===== config.mk =====
export PLATFORM = sky130hd
export DESIGN_NAME = prio_vec_intc
export DESIGN_NICKNAME = d
export VERILOG_FILES = /design/src/rtl/ivc_pkg.sv /design/src/rtl/ivc_prio_regs.sv /design/src/rtl/ivc_pending.sv /design/src/rtl/ivc_arbiter.sv /design/src/rtl/ivc_nest_stack.sv /design/src/rtl/prio_vec_intc.sv
export SDC_FILE = /design/constraint.sdc
export NUM_CORES = 1
export LEC_CHECK = 0
export BUFFER_PORTS_ARGS = -buffer_cell sky130_fd_sc_hd__buf_2
export CORE_ASPECT_RATIO = 1.75
export CORE_MARGIN = 2
export CORE_UTILIZATION = 30
export DETAILED_ROUTE_END_ITERATION = 16
export PLACE_DENSITY = 0.57
export SYNTH_ARGS = -nofsm -noshare
export SYNTH_HDL_FRONTEND = slang
export SYNTH_SLANG_ARGS = --single-unit

===== constraint.sdc =====
create_clock -name clk -period 18.5 [get_ports clk]
set_clock_uncertainty 0.05 [all_clocks]
set_input_delay 2.775 -clock clk [delete_from_list [all_inputs] [get_ports clk]]
set_output_delay 2.775 -clock clk [all_outputs]
set_load 0.03 [all_outputs]

===== src/rtl/ivc_pkg.sv =====
// Shared definitions for the prioritized vectored interrupt controller.
// Assumes: consumers size their own vectors from their parameters.
package ivc_pkg;
    localparam int DEF_NSRC   = 8;
    localparam int DEF_PRIO_W = 3;
    localparam int DEF_VEC_W  = 16;

    // Operation applied to the nesting stack in a given cycle.
    typedef enum logic [1:0] {
        STK_HOLD = 2'd0,
        STK_PUSH = 2'd1,
        STK_POP  = 2'd2
    } stk_op_e;
endpackage


===== src/rtl/ivc_prio_regs.sv =====
// Per-source priority registers. After reset source i holds i modulo the level count.
// Assumes: a single write port; sel_i addresses a maskable source.
module ivc_prio_regs #(
    parameter int NSRC   = 8,
    parameter int PRIO_W = 3
) (
    input  logic                          clk,
    input  logic                          rst_n,
    input  logic                          we_i,
    input  logic [$clog2(NSRC)-1:0]       sel_i,
    input  logic [PRIO_W-1:0]             val_i,
    output logic [NSRC-1:0][PRIO_W-1:0]   prio_o
);
    localparam int SEL_W = $clog2(NSRC);
    localparam int LVLS  = 2 ** PRIO_W;

    for (genvar g = 0; g < NSRC; g++) begin : g_reg
        // Hold one source's priority; reset to its default, load on an addressed write.
        always_ff @(posedge clk) begin
            if (!rst_n)
                prio_o[g] <= PRIO_W'(g % LVLS);
            else if (we_i && sel_i == SEL_W'(g))
                prio_o[g] <= val_i;
        end
    end
endmodule


===== src/rtl/ivc_pending.sv =====
// Sticky pending flags. A set beats a clear in the same cycle, so no event is lost.
// Assumes: set and clear vectors are already aligned to the flag order.
module ivc_pending #(
    parameter int N = 9
) (
    input  logic         clk,
    input  logic         rst_n,
    input  logic [N-1:0] set_i,
    input  logic [N-1:0] clr_i,
    output logic [N-1:0] pend_o
);
    // Latch new requests and drop cleared flags.
    always_ff @(posedge clk) begin
        if (!rst_n)
            pend_o <= '0;
        else
            pend_o <= (pend_o & ~clr_i) | set_i;
    end

    AST_PEND_SET: assert property (@(posedge clk) disable iff (!rst_n)
        (|set_i) |=> ((pend_o & $past(set_i)) == $past(set_i)));
endmodule


===== src/rtl/ivc_arbiter.sv =====
// Picks the eligible source of highest rank. Ties go to the lower index.
// Rank is priority+1 for maskable sources. The non-maskable source (index NSRC)
// ranks above all. Assumes: elig_i already has the masking applied.
module ivc_arbiter #(
    parameter int NSRC   = 8,
    parameter int PRIO_W = 3,
    parameter int RW     = 4,
    parameter int IW     = 4
) (
    input  logic [NSRC:0]               elig_i,
    input  logic [NSRC-1:0][PRIO_W-1:0] prio_i,
    output logic                        valid_o,
    output logic [IW-1:0]               idx_o,
    output logic [RW-1:0]               rank_o
);
    localparam int NMI_RANK = 2 ** PRIO_W + 1;

    // Scan upward, replacing only on a strictly higher rank so the lower index keeps a tie.
    always_comb begin
        valid_o = 1'b0;
        idx_o   = '0;
        rank_o  = '0;
        for (int i = 0; i < NSRC; i++) begin
            if (elig_i[i] && (!valid_o || (RW'({1'b0, prio_i[i]}) + RW'(1)) > rank_o)) begin
                valid_o = 1'b1;
                idx_o   = IW'(i);
                rank_o  = RW'({1'b0, prio_i[i]}) + RW'(1);
            end
        end
        if (elig_i[NSRC]) begin
            valid_o = 1'b1;
            idx_o   = IW'(NSRC);
            rank_o  = RW'(NMI_RANK);
        end
    end
endmodule


===== src/rtl/ivc_nest_stack.sv =====
// Stack of active ranks. An empty stack reports rank 0, meaning no handler is running.
// Assumes: pushes carry a rank strictly above the current top, so DEPTH entries suffice.
module ivc_nest_stack #(
    parameter int DEPTH = 9,
    parameter int RW    = 4
) (
    input  logic          clk,
    input  logic          rst_n,
    input  logic          push_i,
    input  logic [RW-1:0] push_rank_i,
    input  logic          pop_i,
    output logic [RW-1:0] top_rank_o
);
    localparam int SPW = $clog2(DEPTH + 1);

    logic [RW-1:0]  stk [DEPTH];
    logic [SPW-1:0] sp;

    // Push on handler entry, pop on handler exit; ignore a pop when empty.
    always_ff @(posedge clk) begin
        if (!rst_n) begin
            sp <= '0;
        end else if (push_i && sp < SPW'(DEPTH)) begin
            stk[sp] <= push_rank_i;
            sp      <= sp + SPW'(1);
        end else if (pop_i && sp != '0) begin
            sp <= sp - SPW'(1);
        end
    end

    // Report the level of the running handler.
    always_comb top_rank_o = (sp == '0) ? '0 : stk[sp - SPW'(1)];

    AST_STRICT_PREEMPT: assert property (@(posedge clk) disable iff (!rst_n)
        push_i |-> (push_rank_i > top_rank_o));
    AST_NO_OVERFLOW: assert property (@(posedge clk) disable iff (!rst_n)
        push_i |-> (sp < SPW'(DEPTH)));
    AST_EMPTY_POP: assert property (@(posedge clk) disable iff (!rst_n)
        (pop_i && !push_i && sp == '0) |=> (sp == '0));
endmodule


===== src/rtl/prio_vec_intc.sv =====
// Prioritized vectored interrupt controller top. It latches pending flags and applies
// per-source and global masks. It offers the best source above the active level, holds
// the request and vector until acknowledge, and tracks nested levels.
// Assumes: ack only while cpu_req_o is high; ack and eoi are not given together.
module prio_vec_intc
    import ivc_pkg::*;
#(
    parameter int NSRC       = DEF_NSRC,
    parameter int PRIO_W     = DEF_PRIO_W,
    parameter int VEC_W      = DEF_VEC_W,
    parameter int VEC_BASE   = 'h40,
    parameter int VEC_STRIDE = 4
) (
    input  logic                    clk,
    input  logic                    rst_n,
    input  logic [NSRC-1:0]         irq_i,
    input  logic                    nmi_i,
    input  logic [NSRC-1:0]         src_en_i,
    input  logic                    gie_i,
    input  logic [NSRC-1:0]         autoclr_i,
    input  logic [NSRC-1:0]         sw_clr_i,
    input  logic                    cfg_we_i,
    input  logic [$clog2(NSRC)-1:0] cfg_sel_i,
    input  logic [PRIO_W-1:0]       cfg_prio_i,
    output logic [NSRC:0]           pend_o,
    output logic                    cpu_req_o,
    output logic [VEC_W-1:0]        cpu_vec_o,
    input  logic                    cpu_ack_i,
    input  logic                    cpu_eoi_i
);
    localparam int LVLS     = 2 ** PRIO_W;
    localparam int NMI_RANK = LVLS + 1;
    localparam int RW       = $clog2(NMI_RANK + 1);
    localparam int IW       = $clog2(NSRC + 1);
    localparam int DEPTH    = LVLS + 1;

    logic [NSRC-1:0][PRIO_W-1:0] prio;
    logic [NSRC:0]               elig, ack_clr, clr_all;
    logic                        arb_valid, take, ack_fire;
    logic [IW-1:0]               arb_idx, idx_q;
    logic [RW-1:0]               arb_rank, rank_q, active_rank;
    logic [VEC_W-1:0]            vec_next;
    stk_op_e                     stk_op;

    ivc_prio_regs #(.NSRC(NSRC), .PRIO_W(PRIO_W)) u_prio (
        .clk(clk), .rst_n(rst_n), .we_i(cfg_we_i), .sel_i(cfg_sel_i),
        .val_i(cfg_prio_i), .prio_o(prio));

    ivc_pending #(.N(NSRC + 1)) u_pend (
        .clk(clk), .rst_n(rst_n), .set_i({nmi_i, irq_i}), .clr_i(clr_all),
        .pend_o(pend_o));

    // Apply the per-source and global masks; the non-maskable flag passes unmasked.
    always_comb elig = {pend_o[NSRC], pend_o[NSRC-1:0] & src_en_i & {NSRC{gie_i}}};

    ivc_arbiter #(.NSRC(NSRC), .PRIO_W(PRIO_W), .RW(RW), .IW(IW)) u_arb (
        .elig_i(elig), .prio_i(prio), .valid_o(arb_valid), .idx_o(arb_idx),
        .rank_o(arb_rank));

    ivc_nest_stack #(.DEPTH(DEPTH), .RW(RW)) u_stk (
        .clk(clk), .rst_n(rst_n), .push_i(stk_op == STK_PUSH), .push_rank_i(rank_q),
        .pop_i(stk_op == STK_POP), .top_rank_o(active_rank));

    // Decide whether to offer a new source and what stack operation this cycle needs.
    always_comb begin
        ack_fire = cpu_req_o && cpu_ack_i;
        take     = !cpu_req_o && arb_valid && (arb_rank > active_rank);
        vec_next = VEC_W'(VEC_BASE) + VEC_W'(arb_idx) * VEC_W'(VEC_STRIDE);
        if (ack_fire)       stk_op = STK_PUSH;
        else if (cpu_eoi_i) stk_op = STK_POP;
        else                stk_op = STK_HOLD;
    end

    // Build the clear-on-acknowledge vector; the non-maskable flag always clears.
    for (genvar g = 0; g < NSRC; g++) begin : g_aclr
        assign ack_clr[g] = ack_fire && (idx_q == IW'(g)) && autoclr_i[g];
    end
    assign ack_clr[NSRC] = ack_fire && (idx_q == IW'(NSRC));
    assign clr_all       = ack_clr | {1'b0, sw_clr_i};

    // Hold the offered request and vector from assertion until acknowledge.
    always_ff @(posedge clk) begin
        if (!rst_n) begin
            cpu_req_o <= 1'b0;
            cpu_vec_o <= '0;
            idx_q     <= '0;
            rank_q    <= '0;
        end else if (ack_fire) begin
            cpu_req_o <= 1'b0;
        end else if (take) begin
            cpu_req_o <= 1'b1;
            cpu_vec_o <= vec_next;
            idx_q     <= arb_idx;
            rank_q    <= arb_rank;
        end
    end

    AST_REQ_HOLD: assert property (@(posedge clk) disable iff (!rst_n)
        (cpu_req_o && !cpu_ack_i) |=> (cpu_req_o && $stable(cpu_vec_o)));
    AST_ACK_DROPS: assert property (@(posedge clk) disable iff (!rst_n)
        ack_fire |=> !cpu_req_o);
    AST_GIE_GATE: assert property (@(posedge clk) disable iff (!rst_n)
        ($rose(cpu_req_o) && idx_q != IW'(NSRC)) |-> $past(gie_i));
endmodule


==> impl_results.md <==
* Status: complete, no violations
* Port buffer count at 59
* Setup TNS at 0 ps
* Post CTS Setup Buffer Count at 0
* Num rows at 64
* Mapped cell area at around 5200 um^2
* Final count of hold timing violations at 0
* Most used DFF post-synth: dfxtp_1
* CTS sink cnt at 83
* Global-route usage over all layers at 0.150
* Final Max Tran Viols at 0
* Synth Area per Inst at around 10 um^2
* CP Launch Type: primary input
* Post-synthesis register bit count at between 80 and 90
* Routed wire length at ~14000 um
* Share of the synthesized area in the top cell type at 0.206
* Core area at around 17000 um^2
* H-tree lvl count at 3
* Async set or reset register ratio after synthesis at 0
* Most frequent cell after synthesis: dfxtp_1
* CP endpoint kind: flip-flop
* Maxcap violations at 0
* Post-CTS Resized at 0
* Crit. Startpoint: gie_i
* Avg WL per Cell at 17.1 um
* Min cycle time layout at 16570 ps
* Initial antenna violation count at 1
* Reg2Reg Launch Point: u_pend.pend_o[0]
* Post-route cell area at 6000 um^2
* Number of global-route vias before repair at 4221
* DP HPWL at ~11000 um
* Synth warn at 0
* RSZ-0062 raised after global routing: false
* Sequential element share of the synthesized area at 0.386
* Clock slew at reported path FFs at around 60 ps
* Die height at roughly 180 um
* Area after DPL at between 5000 and 6000 um^2
* Fin Hold WS at between 400 and 500 ps
* Synth-to-Final Area Change at 14.4%
* Final ANT Viol Nets at 0
* Layout cells sized above 1 at 0.184
* WP data arrival at ~17000 ps
* Via count at ~4000
* Min-Delay Path Class: flip-flop to flip-flop
* Yosys cell types at 71
* Post-synth top cells: dfxtp_1 (47), ha_1 (45), nand2_1 (44), edfxtp_1 (36)
* P per Cell Area at 106 nW/um^2
* Placed Cells at 787
* Hold Path Origin: cpu_vec_o[6]
* Worst-case clock buffer depth at 2
* Final setup violating endpoints at 0
* DR pass1 iterations at 4
* Nets at around 660
* Largest cells by area after synthesis: edfxtp_1 (21%), dfxtp_1 (18%), ha_1 (11%), mux2i_1 (5.9%), nor2b_1 (3.7%)
* Vias per cell at roughly 5.1
* Worst-Margin Slew at just under 900 ps
* Largest net degree at the start of global routing at 50
* Hold Buf Count CTS at 0
* Kind of critical path: primary input to flip-flop
* CP Data Required Time at 18720 ps
* Placer Congestion at 0.865
* First-pass GRT wire length at about 22000 um
* Post-synth top area cell: edfxtp_1
* P_leak at 2.46 nW
* Highest clock rate at around 0.060 GHz
* Slowest CP cell: a31oi_1
* Num CTS Buffers at 9
* Worst skew pair latency at ~340 ps
* Gr ovfl total at 0
* Clk root buf: clkbuf_16
* Drt drc at 0
* Top-Level Pins at between 70 and 80
* Post-synth EDFFs at 36
* Worst slew margin relative to its limit at 0.407
* Initial Utilization at 0.303
* Fin cells at 804
* Die width at 104 um
* Share of the clock period used by the worst path at 0.896
* Critical path fanouts, max at 14
* CTS tree: built
* Iter 0 DRT Violations at 187
* CP most frequent cell: ha_1
* Worst IR drop on VDD at 0.0444 mV
* Die area at 18600 um^2
* Post-Syn Instances at roughly 520
* Slowest cell delay on critical path at between 600 and 700 ps
cell families (layout without fill, tap and decap cells):
logic type	count (synthesis)	count (layout)	synth area share
other	1	12	0.000715
xor gates and xnor gates	11	11	0.0184
buffers and inverters	46	92	0.0434
and+or+nand+nor	174	174	0.184
muxes	40	40	0.0957
adders and majority gates	45	45	0.107
DFF	83	83	0.386
AOI/OAI and AO/OA	116	116	0.164
placed cells by master (no fill, tap or decap), drive strengths merged, types with 9 or more instances in the layout:
cell     n
buf     59
nor2    24
edfxtp  36
and3    15
nor3    12
nand4    9
inv     19
mux2i   31
nor2b   32
nand2   44
a31oi    9
and2    11
xor2     9
o21ai   18
conb    11
clkbuf  10
dfxtp   47
a21oi   25
o21a    13
ha      45
power by group:
part	internal, W	switching (W)
combinational	0.0000927	0.000125
sequential	0.000210	0.0000272
clock	0.000105	0.0000734
total	0.000408	0.000226
state kept, by name (all words and copies together) (netlist names):
name	flops
rank_q	4
cpu_req_o	1
u_stk.stk	36
u_pend.pend_o	9
u_prio.prio_o	24
u_stk.sp	4
cpu_vec_o	2
idx_q	3
final cells by class:
type,instances,area [um^2]
well taps,231,289
fillers,1796,11300
repair buffers,59,295
inverters,17,63.8
flip-flops and latches,83,2020
multi-input cells,397,3030
diodes,1,2.50
clock inverters,6,63.8
clock buffers,10,229
path summary, 6_finish.rpt:
| path | to | slack, ps | cells past startpoint |
|---|---|---|---|
| setup / recovery | idx_q[2] | 1930 | 65 |
| hold / removal | cpu_vec_o[6] | 440 | 1 |
| setup reg to reg | idx_q[2] | 4200 | 64 |
| hold reg to reg | cpu_vec_o[6] | 440 | 1 |
routing by layer:
layer / part of all wire / track usage / vias to the layer above
met4: 0.029 / 0.0642 / 0
met3: 0.025 / 0.0247 / 28
met5: 0 / 0 / -
met1: 0.36 / 0.145 / 1970
met2: 0.59 / 0.309 / 64
li1: - / - / 2005
stage by stage:
step                setup slack [ps]  total power, W   util
floorplan                       4650        0.000399      -
global placement                1850        0.000454  0.330
detailed placement              1590        0.000460  0.330
CTS                             1960        0.000640  0.346
global route                     969        0.000672  0.347
finish                          1930        0.000633  0.347
critical path, delay by kind of cell:
| kind | cells | cell delay, ps |
|---|---|---|
| AO/OA/AOI/OAI | 32 | 7330 |
| AND/OR/NAND/NOR | 21 | 4010 |
| adder cells (fa/ha/maj) | 8 | 2210 |
| buffers and inverters | 4 | 490 |
No activity file was read; power rests on OpenSTA's default activity.
